**config.mk**
```make
export PLATFORM = sky130hd
export DESIGN_NAME = i2c_reg_unit
export DESIGN_NICKNAME = d
export VERILOG_FILES = /design/src/rtl/i2cr_pkg.sv /design/src/rtl/i2cr_status.sv /design/src/rtl/i2cr_irq.sv /design/src/rtl/i2c_reg_unit.sv
export SDC_FILE = /design/constraint.sdc
export NUM_CORES = 1
export LEC_CHECK = 0
export ABC_AREA = 0
export BUFFER_PORTS_ARGS = -buffer_cell sky130_fd_sc_hd__buf_2
export CORE_ASPECT_RATIO = 0.8
export CORE_MARGIN = 10
export CORE_UTILIZATION = 50
export CTS_CLUSTER_DIAMETER = 30
export DETAILED_ROUTE_END_ITERATION = 7
export GPL_TIMING_DRIVEN = 0
export PLACE_DENSITY = 0.86
export SYNTH_ARGS = -nofsm -noshare
export SYNTH_HDL_FRONTEND = slang
export SYNTH_SLANG_ARGS = --single-unit
```
**constraint.sdc**
```tcl
create_clock -name clk -period 4.5 [get_ports clk]
set_input_delay 0.9 -clock clk [delete_from_list [all_inputs] [get_ports clk]]
set_output_delay 0.9 -clock clk [all_outputs]
set_load 0.05 [all_outputs]
```
**src/rtl/i2cr_pkg.sv**
```systemverilog
package i2cr_pkg;
    localparam int DW   = 16;
    localparam int AW   = 4;
    localparam int IE_W = 6;
    localparam int ADDR_W = 10;

    typedef enum logic [AW-1:0] {
        RG_ID   = 4'd0,
        RG_CTRL = 4'd1,
        RG_STAT = 4'd2,
        RG_IEN  = 4'd3,
        RG_VEC  = 4'd4,
        RG_SYS  = 4'd5,
        RG_DMA  = 4'd6,
        RG_CNT  = 4'd7,
        RG_OWN  = 4'd8,
        RG_TGT  = 4'd9
    } reg_e;

    localparam logic [DW-1:0] CTRL_KEEP = 16'hCF87;
    localparam logic [DW-1:0] STAT_W1C  = 16'h0027;
    localparam logic [DW-1:0] STAT_HOLD = 16'h8C1E;
    localparam int SB_RRDY = 3;
    localparam int SB_XRDY = 4;
    localparam int SB_BUSY = 12;
    localparam int CB_EN   = 15;
    localparam int DB_RX   = 15;
    localparam int DB_TX   = 7;

    typedef struct packed {
        logic rx;
        logic tx;
    } dma_t;

    function automatic logic [3:0] low_index(input logic [IE_W-1:0] v);
        logic [3:0] r;
        r = '0;
        for (int i = IE_W - 1; i >= 0; i--) begin
            if (v[i]) r = 4'(i);
        end
        return r;
    endfunction
endpackage

```
**src/rtl/i2cr_status.sv**
```systemverilog
module i2cr_status
    import i2cr_pkg::*;
(
    input  logic          clk,
    input  logic          rst,
    input  logic          soft_rst,
    input  logic [DW-1:0] host_clr,
    input  logic [DW-1:0] vec_clr,
    input  logic [DW-1:0] evt_set,
    input  logic [1:0]    hw_clr,
    output logic [DW-1:0] stat_q
);
    logic [DW-1:0] nxt;

    always_comb begin
        nxt = stat_q & ~host_clr & ~vec_clr;
        if (hw_clr[0]) nxt[SB_RRDY] = 1'b0;
        if (hw_clr[1]) nxt[SB_XRDY] = 1'b0;
        nxt = nxt | (evt_set & STAT_HOLD);
    end

    always_ff @(posedge clk) begin
        if (rst || soft_rst) stat_q <= '0;
        else                 stat_q <= nxt;
    end
endmodule

```
**src/rtl/i2cr_irq.sv**
```systemverilog
module i2cr_irq
    import i2cr_pkg::*;
(
    input  logic [DW-1:0]   stat,
    input  logic [IE_W-1:0] ien,
    input  dma_t            dma,
    output logic            irq,
    output logic            drq_rx,
    output logic            drq_tx,
    output logic            vec_hit,
    output logic [3:0]      vec_code
);
    logic [IE_W-1:0] pend;

    always_comb begin
        pend     = stat[IE_W-1:0] & ien;
        irq      = |pend;
        vec_hit  = |pend;
        vec_code = low_index(pend);
        drq_rx   = dma.rx & stat[SB_RRDY];
        drq_tx   = dma.tx & stat[SB_XRDY];
    end
endmodule

```
**src/rtl/i2c_reg_unit.sv**
```systemverilog
module i2c_reg_unit
    import i2cr_pkg::*;
#(
    parameter bit          NEW_REV = 1'b1,
    parameter logic [15:0] REV_ID  = 16'h0034
) (
    input  logic              clk,
    input  logic              rst,
    input  logic              req_valid,
    input  logic              req_write,
    input  logic [3:0]        req_addr,
    input  logic [15:0]       req_wdata,
    output logic              rd_valid,
    output logic [15:0]       rd_data,
    input  logic [15:0]       evt_set,
    input  logic [1:0]        hw_clr,
    input  logic              bus_busy,
    output logic              irq,
    output logic              drq_rx,
    output logic              drq_tx,
    output logic [15:0]       ctrl_o,
    output logic [15:0]       count_o,
    output logic [9:0]        tgt_addr_o
);
    localparam logic [IE_W-1:0] IEN_KEEP = NEW_REV ? 6'h3F : 6'h1F;

    reg_e              sel;
    logic              wr, rd, soft_rst;
    logic [DW-1:0]     ctrl_q, cnt_q, stat_q, host_clr, vec_clr;
    logic [IE_W-1:0]   ien_q;
    dma_t              dma_q;
    logic [ADDR_W-1:0] own_q, tgt_q;
    logic              vec_hit;
    logic [3:0]        vec_code;

    always_comb begin
        sel      = reg_e'(req_addr);
        wr       = req_valid &&  req_write;
        rd       = req_valid && !req_write;
        soft_rst = !NEW_REV && wr && sel == RG_CTRL && !req_wdata[CB_EN];
        host_clr = (wr && sel == RG_STAT) ? (req_wdata & STAT_W1C) : '0;
        vec_clr  = (NEW_REV && rd && sel == RG_VEC && vec_hit)
                   ? (DW'(1) << vec_code) : '0;
    end

    always_ff @(posedge clk) begin
        if (rst || soft_rst) begin
            ctrl_q <= '0;
            cnt_q  <= '0;
            ien_q  <= '0;
            dma_q  <= '0;
            own_q  <= '0;
            tgt_q  <= '0;
        end else if (wr) begin
            case (sel)
                RG_CTRL: ctrl_q <= req_wdata & CTRL_KEEP;
                RG_CNT:  cnt_q  <= req_wdata;
                RG_OWN:  own_q  <= req_wdata[ADDR_W-1:0];
                RG_TGT:  tgt_q  <= req_wdata[ADDR_W-1:0];
                RG_IEN:  ien_q  <= req_wdata[IE_W-1:0] & IEN_KEEP;
                RG_DMA: begin
                    dma_q.rx <= req_wdata[DB_RX];
                    dma_q.tx <= req_wdata[DB_TX];
                    if (req_wdata[DB_RX]) ien_q[SB_RRDY] <= 1'b0;
                    if (req_wdata[DB_TX]) ien_q[SB_XRDY] <= 1'b0;
                end
                default: ;
            endcase
        end
    end

    i2cr_status u_stat (
        .clk      (clk),
        .rst      (rst),
        .soft_rst (soft_rst),
        .host_clr (host_clr),
        .vec_clr  (vec_clr),
        .evt_set  (evt_set),
        .hw_clr   (hw_clr),
        .stat_q   (stat_q)
    );

    i2cr_irq u_irq (
        .stat     (stat_q),
        .ien      (ien_q),
        .dma      (dma_q),
        .irq      (irq),
        .drq_rx   (drq_rx),
        .drq_tx   (drq_tx),
        .vec_hit  (vec_hit),
        .vec_code (vec_code)
    );

    always_ff @(posedge clk) begin
        if (rst) begin
            rd_valid <= 1'b0;
            rd_data  <= '0;
        end else begin
            rd_valid <= rd;
            if (rd) begin
                case (sel)
                    RG_ID:   rd_data <= REV_ID;
                    RG_CTRL: rd_data <= ctrl_q;
                    RG_STAT: rd_data <= stat_q | (DW'(bus_busy) << SB_BUSY);
                    RG_IEN:  rd_data <= DW'(ien_q);
                    RG_VEC:  rd_data <= DW'(vec_code);
                    RG_SYS:  rd_data <= DW'(ctrl_q[CB_EN]);
                    RG_DMA:  rd_data <= (DW'(dma_q.rx) << DB_RX) | (DW'(dma_q.tx) << DB_TX);
                    RG_CNT:  rd_data <= cnt_q;
                    RG_OWN:  rd_data <= DW'(own_q);
                    RG_TGT:  rd_data <= DW'(tgt_q);
                    default: rd_data <= '0;
                endcase
            end
        end
    end

    assign ctrl_o     = ctrl_q;
    assign count_o    = cnt_q;
    assign tgt_addr_o = tgt_q;
endmodule

```
# Word level (Yosys, flattened, before mapping)
# Index checks and enable logic that the tools add are counted.
word_totals:
  regBits: 87
  in_bits: 43
  output_inout_bits: 62
  word_cells: 65
classes:
  n_eq_ne: 11
  n_shift: 1
  mux: 14
  bitwise: 10
  reduce_logical: 17
op_table:
  columns: ["operator", "n"]
  rows:
  - ["one-hot mux 16 bit (10 select lines)", 1]
  - ["AND 16 bit", 2]
  - ["two-way mux 3 bit", 6]
  - ["== test 4 x 3 -> 1 bit, second input constant", 4]
  - ["two-way mux 16 bit", 1]
  - ["NOT 16 bit", 1]
  - ["NOT 6 -> 16 bit", 1]
  - ["bitwise OR 16 x 13 -> 16 bit", 1]
  - ["bitwise OR 16 bit", 1]
  - ["bitwise OR 16 x 8 -> 16 bit", 1]
  - ["<< shifter 1 x 4 -> 16 bit, first input constant", 1]
  - ["AND reduction 2 bit", 6]
  - ["== test 4 x 2 -> 1 bit, second input constant", 2]
  - ["== test 4 bit, second input constant", 2]
  - ["AND 6 bit", 1]
  - ["two-way mux 6 bit", 1]
  - ["AND reduction 3 bit", 2]
  - ["OR reduction 6 bit", 1]
  - ["logical AND 1 bit", 5]
  - ["== test 4 x 1 -> 1 bit, second input constant", 1]
  - ["zero test 4 bit", 1]
  - ["two-way mux 1 bit", 4]
  - ["!= test 2 bit, second input constant", 2]
  - ["one-hot mux 2 bit (2 select lines)", 1]
  - ["3 further kinds", 4]

# Logic depth before layout (Yosys ltp)
depth:
  depth_word: 13
  mapped_depth: 7
  mapped_depth_nobuf: 5

# By module
# Synthesis repeated with hierarchy kept, for this count alone.
unflattened:
  hier_cells: 482
  hier_area_um2: 4255.3
by_module_without_submodules:
  columns: ["mod", "instances", "cells_each", "area_per_inst_um2", "seq_area_each_um2"]
  rows:
  - ["i2c_reg_unit", 1, 422, 3480.8, 1421.4]
  - ["i2cr_status", 1, 42, 663.1, 320.3]
  - ["i2cr_irq", 1, 18, 111.4, 0.0]

# Least setup slack after synthesis
# Ideal clock, no wire load.
synth_path:
  path_kind: "input to register"
  from: "input port req_addr[3]"
  to: "register cnt_q[4] (netlist: count_o[4])"
  setup_ps: 128
  arrival_ps: 2012
  required_time_ps: 4372
  setup_slack_ps: 2361
  stages: 7
  path_buffers: 3
  cell_sequence: "and4b_1 buf_2 nor2b_1 buf_2 buf_6 mux2i_1 nor2_1"
synth_via:
  elab_chain_len: 2
synth_rtl:
  columns: ["item", "line", "source"]
  rows:
  - ["start: declaration", "i2c_reg_unit.sv:11", "input logic [3:0] req_addr,"]
  - ["== test 4 x 3 -> 1 bit", "i2c_reg_unit.sv:55", "case (sel)"]
  - ["AND reduction 2 bit (no source line)", null, null]
  - ["end signal: assignment", "i2c_reg_unit.sv:57", "RG_CNT: cnt_q <= req_wdata;"]
  - ["end: declaration", "i2c_reg_unit.sv:29", "logic [DW-1:0] ctrl_q, cnt_q, stat_q, host_clr, vec_clr;"]
# No other way between the ends.
# A chain may end at the register's enable or synchronous reset.

# Worst setup path in the final report
layout_path:
  from: "input port req_addr[3]"
  to: "register u_stat.stat_q[2]"
layout_via:
  elab_chain_len: 7
  word_cells_on_any_way: 12
  cone_classes: "2 x eq/ne; 2 x mux; 5 x bitwise; 3 x reduce/logical"
layout_rtl:
  columns: ["item", "line", "source"]
  rows:
  - ["== test 4 x 2 -> 1 bit / == test 4 x 3 -> 1 bit (equally long branches)", "i2c_reg_unit.sv:41, i2c_reg_unit.sv:42", null]
  - ["logical AND 1 bit (on tied branches)", "i2c_reg_unit.sv:41, i2c_reg_unit.sv:42", null]
  - ["two-way mux 6 bit / logical AND 1 bit (equally long branches)", "i2c_reg_unit.sv:41, i2c_reg_unit.sv:42", null]
  - ["NOT 6 -> 16 bit / two-way mux 16 bit (equally long branches)", "i2cr_status.sv:16, i2c_reg_unit.sv:43", null]
  - ["AND 16 bit / NOT 16 bit (equally long branches)", "i2cr_status.sv:16", "nxt = stat_q & ~host_clr & ~vec_clr;"]
  - ["AND 16 bit *", "i2cr_status.sv:16", null]
  - ["bitwise OR 16 bit *", "i2cr_status.sv:19", "nxt = nxt | (evt_set & STAT_HOLD);"]
  - ["end signal: assignment", "i2cr_status.sv:24", "else stat_q <= nxt;"]
  - ["end: declaration", "i2cr_status.sv:11", "output logic [DW-1:0] stat_q"]
# Mark *: on every way between the ends. The rest lies on a longest branch, timed or not.

==> reports/results.md <==
| Metric | Value |
|---|---|
| Routing layer with the top usage in global route | met2 |
| Worst-Skew Late Latency | 360 ps |
| I/O pin count | 105 |
| Area post-placement | 4270 sq um |
| Total number of nets in the final design | 564 |
| Max-cap violations | 0 |
| Result of the run | completed |
| CORE AREA | 7030 sq um |
| Clock input transition at the sequential cells of the worst setup and hold paths | 80 ps |
| First-pass GRT wire length | 19.0 mm |
| DRC | 0 |
| TritonCTS clock tree | done |
| Flip-flop cell with the highest count after synthesis | dfxtp_1 |
| Layout-stage area growth over the synthesis result | 21.4% |
| Initial antenna violation count | 0 |
| Maximum vdd ir drop | 0.000202 V |
| Finished Core Util | 63.9% |
| Initial drt markers | 320 |
| Worst Setup EP | u_stat.stat_q[2]$_SDFF_PP0_ |
| Launch point of the worst path | req_addr[3] |
| Vertical die dimension | 96.9 microns |
| Quantity of gates resized following cts | 0 |
| Crit share post-route | 54.8% |
| Initial cell density of the core | 52.7% |
| Vias in the first global route | 3536 |
| EDFF count, synth | 0 |
| Placed Cells incl. Taps | 597 |
| CP startpoint kind | input port |
| Num Clock Sinks | 82 |
| Flop2flop setup slack | 3000 ps |
| Finish-stage setup viols | 0 |
| Per-cell routed wire length | 19.8 microns |
| Final cell area excluding filler cells | 4490 sq um |
| Cell type of the slowest stage on the worst timing path | nor4_1 |
| Cell area after synthesis | 3700 sq um |
| Time the final worst path needs with I/O delays and setup | 2470 ps |
| Placement row count | 27 |
| Area of the die | 11300 sq um |
| Routed via count divided by cell count | 5.81 |
| Transition time of the tightest slew-check pin | 933 ps |
| Worst stage delay on the critical path | 830 ps |
| Number of buffers added by the clock tree synthesis step | 9 |
| Ratio of cells with drive above 1 in the final layout | 25.5% |
| Detailed-route wire length | 12.2 mm |
| Max-slew violations | 0 |
| Final GP Congestion | 0.920 |
| Finished Layout Cells | 613 |
| Largest area contributor in the synthesized netlist | dfxtp_1 |
| Highest clock rate | 406 MHz |
| Remaining global-route overflow | 0 |
| Fill count | 604 |
| Worst rel slew slack | 37.2% |
| Count leader, synth | dfxtp_1 |
| Seq cells post-synth | 82 |
| Number of standard cells after synthesis | 417 |
| Vias post-DR | 3559 |
| Cts-stage hold buffer count | 0 |
| Die span in x | 116 microns |
| Average instance area after synthesis | 8.87 sq um |
| Share of flip-flops with an asynchronous set or reset | 0% |
| Endpoint class of the critical path | register |
| Power Density | 330 nW/um^2 |
| Setup repair after global routing missed its margin | no |
| Final hold viol count | 0 |
| Global Route Usage Sum | 21.2% |
| Fin Hold WS | 442 ps |
| Setup total negative slack | 0 ps |
| End of the worst register-to-register path | rd_data[0]$_SDFFE_PP0P_ |
| Crit Reg-Reg Startpoint | u_stat.stat_q[4]$_SDFF_PP0_ |
| Buffer depth of the longest clock path | 2 |
| Data arrival time at the worst-slack endpoint | 2690 ps |
| Portion of the post-synthesis area used by sequential elements | 44.4% |
| Worst clock skew | 11.4 ps |
| Routing usage on met1 | 27.7% |
| Number of setup buffers added after CTS | 0 |
| Main area contributors after synthesis | dfxtp_1, mux2i_1, nor2_1 |
| Area fraction of the dominant cell type after synthesis | 44.4% |
| Number of different library cells in the post-synthesis netlist | 45 |
| 1st-pass router iterations | 5 |
| Met3 layer usage reported by global route | 5.42% |
| R2r worst-path depth | 5 |
| Yosys Warn Count | 0 |
| Cell breakdown of the critical path | buf_2 -> clkbuf_1 -> buf_2 -> nor4_1 -> nand2_1 -> a31oi_1 -> nor2_1 |
| H-tree Lvls | 3 |
| Worst-path fanout max | 10 |
| Half-perimeter wire length after placement | 9.17 mm |
| Global-route track usage on met2 | 33.4% |
| Root buffer cell | clkbuf_8 |
| Number of routed nets with antenna violations | 0 |
| Most frequent cell on the critical path | buf_2 |
| Top cells by count, synth | dfxtp_1, nor2_1, mux2i_1, nand2_1, a21oi_1 |
| Leakage power of the design | 1.92 nW |
| Type of the most critical hold path | register to register |
| Buffers added on ports | 88 |
| CP required | 4730 ps |
| Pin count of the biggest net entering global routing | 16 |
| Start-to-end type of the worst setup path | input port to register |
| Diode count | 0 |
==> placed cells by master, fill, tap and decap left out, types with 2 or more instances in the layout <==
cell type / instances
buf_2: 100
dfxtp_1: 82
nor2_1: 81
mux2i_1: 50
nand2_1: 37
a21oi_1: 27
a22oi_1: 14
nor2b_1: 13
clkbuf_1: 12
clkbuf_8: 9
o21ai_0: 8
a22o_1: 7
mux2_2: 7
nand2b_1: 6
buf_4: 6
conb_1: 6
and2_1: 4
inv_1: 4
a221oi_1: 4
a32oi_1: 4
and3_1: 3
nor4b_2: 3
nand3b_1: 3
nand3_1: 2
a31oi_1: 2
nand4_1: 2
nor3b_1: 2
a222oi_1: 2
nor3_1: 2
bufinv_16: 2
==> area by class of cell <==
type	count	area [sq um]	area share, %
Inverter	4	15.0	0.334
Timing Repair Buffer	88	440	9.80
Sequential cell	82	1640	36.5
Clock buffer	9	124	2.76
Tap cell	87	109	2.42
Buffer	32	165	3.68
Clock inverter	7	101	2.26
Multi-Input combinational cell	304	1900	42.2
==> kinds of logic after synthesis <==
logic type	Yosys count	synth area share, %
AOI/OAI and AO/OA	76	13.8
buffers and inverters	36	4.87
DFF	82	44.4
muxes	57	15.7
other	1	0.101
and+or+nand+nor	165	21.2
==> worst min path at each step <==
stage,startpoint,end,slack (ps),depth (start not counted)
after floorplan,u_stat.stat_q[15]$_SDFF_PP0_,u_stat.stat_q[15]$_SDFF_PP0_,440,2
after global placement,rd_data[7]$_SDFFE_PP0P_,rd_data[7]$_SDFFE_PP0P_,430,2
after detailed placement,rd_data[7]$_SDFFE_PP0P_,rd_data[7]$_SDFFE_PP0P_,430,2
after CTS,rd_data[7]$_SDFFE_PP0P_,rd_data[7]$_SDFFE_PP0P_,440,2
after global routing,rd_data[7]$_SDFFE_PP0P_,rd_data[7]$_SDFFE_PP0P_,460,2
final,rd_data[7]$_SDFFE_PP0P_,rd_data[7]$_SDFFE_PP0P_,440,2
==> per-stage QoR <==
| stage | power (mW) | setup slack [ps] |
|---|---|---|
| 4_1_cts | 1.48 | 2120 |
| 3_3_place_gp | 0.888 | 1760 |
| 5_1_grt | 1.52 | 1890 |
| 2_1_floorplan | 0.838 | 2360 |
| 3_5_place_dp | 0.890 | 1750 |
| 6_report | 1.48 | 2030 |
==> per-layer routing <==
metal | wire (microns) | part of all wire [%] | vias to the layer above
met3 | 1270 | 10 | 19
met5 | 0 | 0 | -
met2 | 5640 | 46 | 190
met4 | 172 | 1.4 | 0
met1 | 5070 | 42 | 1683
li1 | - | - | 1667
==> sequential cells by signal, summed over array words and instances (netlist names) <==
signal	count
count_o	16
ctrl_o	10
dma_q	2
ien_q	6
own_q	10
rd_data	16
rd_valid	1
tgt_addr_o	10
u_stat.stat_q	11
==> report_power, final <==
group	switching (mW)	internal (mW)	leakage, nW
Clock	0.287	0.318	0.112
Combinational	0.0945	0.0406	1.15
Sequential	0.00863	0.734	0.663
==> worst max-delay path: cells and delay by family <==
| family | cells | cell delay [ps] |
|---|---|---|
| buf+inv | 3 | 610 |
| simple gates | 3 | 990 |
| compound gates | 1 | 190 |
Power figures use the tool's default switching activity.
